<file path="src/rtl/cadd_pkg.sv">
package cadd_pkg;

  localparam int VEC_W     = 128;
  localparam int VEC_BYTES = VEC_W / 8;
  localparam int ARITH_W   = 32;

  typedef enum logic [1:0] {
    LANE8    = 2'd0,
    LANE16   = 2'd1,
    LANE32   = 2'd2,
    LANE_BAD = 2'd3
  } lane_size_e;

  // Wrapping add or subtract at the widest lane width; callers truncate.
  function automatic logic [ARITH_W-1:0] addsub(input logic [ARITH_W-1:0] x,
                                                input logic [ARITH_W-1:0] y,
                                                input logic               sub);
    return sub ? (x - y) : (x + y);
  endfunction

  // Even lanes subtract under 90 degrees; odd lanes subtract under 270.
  function automatic logic lane_subtracts(input logic odd_lane, input logic rot270);
    return odd_lane ? rot270 : ~rot270;
  endfunction

endpackage

</file>
<file path="src/rtl/cadd_lanes.sv">
module cadd_lanes
  import cadd_pkg::*;
#(
  parameter int VW     = 128,
  parameter int LANE_W = 8
) (
  input  logic [VW-1:0]          a_vec,
  input  logic [VW-1:0]          b_vec,
  input  logic                   rot270,
  output logic [VW-1:0]          res_vec,
  output logic [VW/LANE_W-1:0]   sub_flags
);
  localparam int LANES = VW / LANE_W;

  for (genvar e = 0; e < LANES; e++) begin : g_lane
    localparam int  PARTNER = (e % 2 == 0) ? e + 1 : e - 1;
    localparam bit  ODD     = (e % 2 == 1);
    logic [ARITH_W-1:0] opa, opb, full;
    logic               sub;

    assign opa  = ARITH_W'(a_vec[e*LANE_W +: LANE_W]);
    assign opb  = ARITH_W'(b_vec[PARTNER*LANE_W +: LANE_W]);
    assign sub  = lane_subtracts(ODD, rot270);
    assign full = addsub(opa, opb, sub);
    assign res_vec[e*LANE_W +: LANE_W] = full[LANE_W-1:0];
    assign sub_flags[e] = sub;
  end

endmodule

</file>
<file path="src/rtl/cadd_merge.sv">
module cadd_merge #(
  parameter int VW = 128
) (
  input  logic [VW-1:0]   new_vec,
  input  logic [VW-1:0]   old_vec,
  input  logic [VW/8-1:0] en,
  input  logic            apply,
  output logic [VW-1:0]   merged
);
  localparam int NB = VW / 8;

  for (genvar i = 0; i < NB; i++) begin : g_byte
    assign merged[i*8 +: 8] = (apply && en[i]) ? new_vec[i*8 +: 8] : old_vec[i*8 +: 8];
  end

endmodule

</file>
<file path="src/rtl/cplx_rot_add.sv">
module cplx_rot_add
  import cadd_pkg::*;
(
  input  logic                 clk,
  input  logic                 rst_n,
  input  logic [VEC_W-1:0]     src_a,
  input  logic [VEC_W-1:0]     src_b,
  input  logic [VEC_W-1:0]     dst_old,
  input  logic [1:0]           lane_sz,
  input  logic                 rot_sel,
  input  logic [VEC_BYTES-1:0] byte_en,
  output logic [VEC_W-1:0]     dst_out,
  output logic                 bad_size
);
  localparam int NSIZES = 3;

  logic [VEC_W-1:0] res_by_size [NSIZES];
  logic [VEC_W/8-1:0] subs8;
  logic [VEC_W/16-1:0] subs16;
  logic [VEC_W/32-1:0] subs32;

  for (genvar s = 0; s < NSIZES; s++) begin : g_size
    localparam int LW = 8 << s;
    logic [VEC_W/LW-1:0] sf;
    cadd_lanes #(.VW(VEC_W), .LANE_W(LW)) u_lanes (
      .a_vec    (src_a),
      .b_vec    (src_b),
      .rot270   (rot_sel),
      .res_vec  (res_by_size[s]),
      .sub_flags(sf)
    );
  end

  assign subs8  = g_size[0].sf;
  assign subs16 = g_size[1].sf;
  assign subs32 = g_size[2].sf;

  lane_size_e       size_e;
  logic             size_bad;
  logic [VEC_W-1:0] lane_result;
  logic [VEC_W-1:0] merged_next;

  assign size_e   = lane_size_e'(lane_sz);
  assign size_bad = (size_e == LANE_BAD);

  always_comb begin
    case (size_e)
      LANE8:   lane_result = res_by_size[0];
      LANE16:  lane_result = res_by_size[1];
      LANE32:  lane_result = res_by_size[2];
      default: lane_result = dst_old;
    endcase
  end

  cadd_merge #(.VW(VEC_W)) u_merge (
    .new_vec(lane_result),
    .old_vec(dst_old),
    .en     (byte_en),
    .apply  (~size_bad),
    .merged (merged_next)
  );

  always_ff @(posedge clk) begin
    if (!rst_n) begin
      dst_out  <= '0;
      bad_size <= 1'b0;
    end else begin
      dst_out  <= merged_next;
      bad_size <= size_bad;
    end
  end

  logic past_ok;
  always_ff @(posedge clk) begin
    if (!rst_n) past_ok <= 1'b0;
    else        past_ok <= 1'b1;
  end


  bad_flag_chk: assert property (@(posedge clk) disable iff (!rst_n)
    past_ok |-> (bad_size == ($past(lane_sz) == 2'b11)));


  bad_hold_chk: assert property (@(posedge clk) disable iff (!rst_n)
    (past_ok && bad_size) |-> (dst_out == $past(dst_old)));


  mask_off_chk: assert property (@(posedge clk) disable iff (!rst_n)
    (past_ok && $past(byte_en) == '0) |-> (dst_out == $past(dst_old)));


  pair_op_chk: assert property (@(posedge clk) disable iff (!rst_n)
    (subs8[0] != subs8[1]) && (subs16[0] != subs16[1]) && (subs32[2] != subs32[3])
    && (subs8[0] == subs32[0]) && (subs16[1] == subs8[1]));


  lane0_diff_chk: assert property (@(posedge clk) disable iff (!rst_n)
    (past_ok && $past(lane_sz) == 2'b00 && !$past(rot_sel) && $past(byte_en[0]))
    |-> (dst_out[7:0] == 8'($past(src_a[7:0]) - $past(src_b[15:8]))));

endmodule

</file>
<file path="config.mk">
export PLATFORM = sky130hd
export DESIGN_NAME = cplx_rot_add
export DESIGN_NICKNAME = d
export VERILOG_FILES = /design/src/rtl/cadd_pkg.sv /design/src/rtl/cadd_lanes.sv /design/src/rtl/cadd_merge.sv /design/src/rtl/cplx_rot_add.sv
export SDC_FILE = /design/constraint.sdc
export NUM_CORES = 2
export LEC_CHECK = 0
export BUFFER_PORTS_ARGS = -buffer_cell sky130_fd_sc_hd__buf_2
export CAP_MARGIN = 40
export CORE_UTILIZATION = 35
export CTS_BUF_LIST = sky130_fd_sc_hd__clkbuf_8
export DETAILED_ROUTE_END_ITERATION = 8
export PLACE_DENSITY = 0.57
export SLEW_MARGIN = 20
export SYNTH_ARGS = -nofsm -noshare
export SYNTH_HDL_FRONTEND = slang
export SYNTH_SLANG_ARGS = --single-unit
</file>
<file path="constraint.sdc">
create_clock -name clk -period 8.9 [get_ports clk]
set_input_delay 0.89 -clock clk [delete_from_list [all_inputs] [get_ports clk]]
set_output_delay 0.89 -clock clk [all_outputs]
set_load 0.03 [all_outputs]
</file>
==> summary.md <==
| Metric | Value |
|---|---|
| Result of the run | `complete, no violations` |
| Post_cts resized | `0` |
| Category of the critical setup timing path | `input port to flip-flop` |
| Largest net degree at the start of global routing | `87` |
| Worst endpoint required time | `9360 ps` |
| Max Root-Sink Buffers | `2` |
| Number of buffers and inverters on the critical path | `2` |
| Async set-or-reset flop fraction in the synthesized netlist | `0%` |
| Synthesized area | `26700 um2` |
| Period Utilization, post-route | `62.0%` |
| Fin. Hold Viols | `0` |
| Most frequent cells in the layout | `sky130_fd_sc_hd__buf_2, sky130_fd_sc_hd__nor2_1, sky130_fd_sc_hd__a21oi_1` |
| Number of max-cap violations | `0` |
| Number of buffers added by the clock tree synthesis step | `17` |
| Via total after detailed routing | `29.8k` |
| Htree depth | `4` |
| Leading area contributor after synthesis | `sky130_fd_sc_hd__ha_1` |
| Wire length after detailed routing | `130 mm` |
| Number of rows created at floorplan | `100` |
| Rel. slew slack | `34.4%` |
| Core Footprint | `74900 um2` |
| Net count of the mapped netlist | `4465` |
| Type of the tightest min-delay check | `input port to flip-flop` |
| P_leak | `14.3 nW` |
| Total power divided by cell area | `130 nW/um2` |
| Router iterations before antenna repair | `8` |
| Complex-gate fraction of the synthesized area | `28.8%` |
| Flip-flop and latch count after synthesis | `129` |
| Slowest-stage cell, CP | `sky130_fd_sc_hd__a222oi_1` |
| Main combinational cell family by area after synthesis | `compound AO/OA/AOI/OAI gates` |
| Post-synthesis share of cell area spent on full adders, half adders and majority gates | `18.9%` |
| Placed inst area | `30500 um2` |
| Initial antenna violation count | `27` |
| Arrival @ worst endpoint | `5980 ps` |
| Half-perimeter wire length of the detailed placement result | `106 mm` |
| Count of flip-flops with a built-in enable after synthesis | `0` |
| Routability cong. | `1.02` |
| Slowest Stage Delay on Critical Path | `840 ps` |
| Worst setup SP type | `input port` |
| Fin Setup TNS | `0 ps` |
| Remaining number of nets flagged by the antenna check after routing | `0` |
| Overall die height | `278 um` |
| Share of cell area taken by muxes after synthesis | `1.44%` |
| Global-route usage over all layers | `32.7%` |
| Gate count of the mapped netlist | `3692` |
| Number of port buffers | `533` |
| Final critical delay including setup and external delays | `5510 ps` |
| Number of buffers inserted to repair setup after CTS | `0` |
| Post-layout total power | `0.00401 W` |
| DRC | `0` |
| Count of fill cells added during filler insertion | `8053` |
| Fraction of the yosys area taken by sequential cells | `9.67%` |
| Number of different library cells in the post-synthesis netlist | `94` |
| Congestion Overflow GR | `0` |
| Yosys synthesis warning count | `0` |
| Global-route wire length before repair | `187 mm` |
| Post-synthesis share of cell area spent on and, or, nand and nor gates | `17.4%` |
| Post-route cell area | `30900 um2` |
| VDD IR max | `67.2 uV` |
| Via/cell ratio | `5.79` |
| Worst path cell trace | `buf_2 > inv_1 > ha_1 > nor3b_2 > nor2_1 > xnor2_1 > ha_1 > o211ai_1 > a222oi_1 > o31ai_1 > a311oi_2 > a221oi_2 > o31ai_4 > a311oi_2 > o21bai_1 > xor2_1 > a221oi_1 > nor2_1` |
| Area fraction of the dominant cell type after synthesis | `15.9%` |
| Die width | `278 um` |
| Number of nets at the end of the flow | `4923` |
| Top area cells in the synthesized netlist | `sky130_fd_sc_hd__ha_1, sky130_fd_sc_hd__xnor2_1, sky130_fd_sc_hd__dfxtp_1` |
| Unrepaired setup endpoints after global routing | `false` |
| Crit. End Element | `flip-flop` |
| Mean routed wirelength per cell | `25.3 um` |
| Layout area overhead | `15.6%` |
| Count of final max-slew check failures | `0` |
| Clock slew at the register clock pins of the worst setup and hold paths | `90 ps` |
| Highest fanout seen on the critical path | `7` |
| Actual slew at the worst max-slew pin | `984 ps` |
| Initial cell density of the core | `35.6%` |
| Total number of cells along the worst setup path | `18` |
| Critical Path Start | `src_b[64]` |
| Most common flop cell mapped by yosys | `sky130_fd_sc_hd__dfxtp_1` |
| Most common cell after layout, fill and taps aside | `sky130_fd_sc_hd__buf_2` |
| CTS tree | `done` |
| Critical path capture point | `dst_out[125]` |
| Floorplan die area | `77400 um2` |
| Dominant delay contributor by cell family on the critical path | `compound AO/OA/AOI/OAI gates` |
| Setup violators final | `0` |
| Clk root buf | `sky130_fd_sc_hd__clkbuf_8` |
| Max Freq | `0.181 GHz` |
| Synth Area in XOR/XNOR | `18.3%` |
| Share of cells above drive strength 1 | `16.7%` |
| Via count of the first global-routing pass | `28.8k` |
| Average instance area after synthesis | `7.23 um2` |
| Number of sinks on the clock net | `129` |
| End-of-flow core utilization | `41.2%` |
| Count of pins on the block boundary | `534` |
| Hold bufs inserted after CTS | `0` |
| Number of DRC violations after detailed-routing iteration 0 | `2419` |
-- how the worst min path moves through the flow --
stage	from	to	slack, ps	depth (start not counted)
after floorplan	byte_en[4]	dst_out[32]	980	1
after global placement	byte_en[4]	dst_out[32]	1100	2
after detailed placement	byte_en[4]	dst_out[32]	1100	2
after CTS	byte_en[4]	dst_out[32]	430	2
after global routing	byte_en[11]	dst_out[89]	490	2
final	byte_en[4]	dst_out[32]	500	2
-- synthesized netlist by cell type, types with 26 or more instances --
master                     count
sky130_fd_sc_hd__a21o_1      128
sky130_fd_sc_hd__o211ai_1     31
sky130_fd_sc_hd__nor2b_1      68
sky130_fd_sc_hd__o22ai_1      31
sky130_fd_sc_hd__dfxtp_1     129
sky130_fd_sc_hd__buf_1        26
sky130_fd_sc_hd__a31oi_1      76
sky130_fd_sc_hd__nor3_1       82
sky130_fd_sc_hd__nand2b_1     64
sky130_fd_sc_hd__a21oi_1     360
sky130_fd_sc_hd__nor2_1      393
sky130_fd_sc_hd__ha_1        340
sky130_fd_sc_hd__xnor2_1     334
sky130_fd_sc_hd__o21ai_0     321
sky130_fd_sc_hd__inv_1       239
sky130_fd_sc_hd__o21bai_1     29
sky130_fd_sc_hd__nand3_1      44
sky130_fd_sc_hd__and2_1       39
sky130_fd_sc_hd__xor2_1      208
sky130_fd_sc_hd__fa_1         28
sky130_fd_sc_hd__nand2_1     156
sky130_fd_sc_hd__o221ai_1     41
sky130_fd_sc_hd__clkbuf_1    109
-- routing by layer --
metal / share of wire (%) / GRT usage [%] / wire length [um] / vias up
met2: 48 / 56.6 / 62600 / 1306
met5: 0.13 / 0 / 164 / -
li1: - / - / - / 14100
met3: 6.5 / 4.89 / 8390 / 296
met1: 40 / 39.2 / 52100 / 14000
met4: 5.3 / 16.7 / 6840 / 24
-- stage by stage --
stage | worst slack [ps] | std cells | hold WS, ps
4_1_cts | 3480 | 5128 | 431
6_report | 3390 | 5144 | 504
5_1_grt | 3080 | 5144 | 486
3_3_place_gp | 2730 | 5078 | 1100
2_1_floorplan | 2380 | 3692 | 980
3_5_place_dp | 2820 | 5096 | 1100
-- cell families after synthesis --
| logic type | after synthesis |
|---|---|
| compound gates | 1230 |
| xor+xnor | 551 |
| flops | 129 |
| simple gates | 972 |
| fa+ha+maj | 392 |
| buf+inv | 382 |
| mux | 36 |
-- area by class of cell --
| class | count | area, um2 | area share [%] |
|---|---|---|---|
| Inverter | 239 | 897 | 2.91 |
| Clock inverter | 14 | 108 | 0.349 |
| Clock buffer | 18 | 248 | 0.803 |
| Multi-Input combinational cell | 3181 | 22700 | 73.6 |
| Timing Repair Buffer | 582 | 3080 | 9.97 |
| Antenna cell | 12 | 30.0 | 0.0973 |
| Sequential cell | 129 | 2580 | 8.37 |
| Tap cell | 969 | 1210 | 3.93 |
-- sequential cells by signal (all words and copies together) (netlist names) --
signal    flops
dst_out     128
bad_size      1
-- where the power goes --
part / internal (W) / leakage (nW) / switching [W]
Sequential: 0.000635 / 1.08 / 0.0000176
Combinational: 0.00107 / 13.1 / 0.00171
Clock: 0.000203 / 0.170 / 0.000372
No activity file was read; power rests on OpenSTA's default activity.
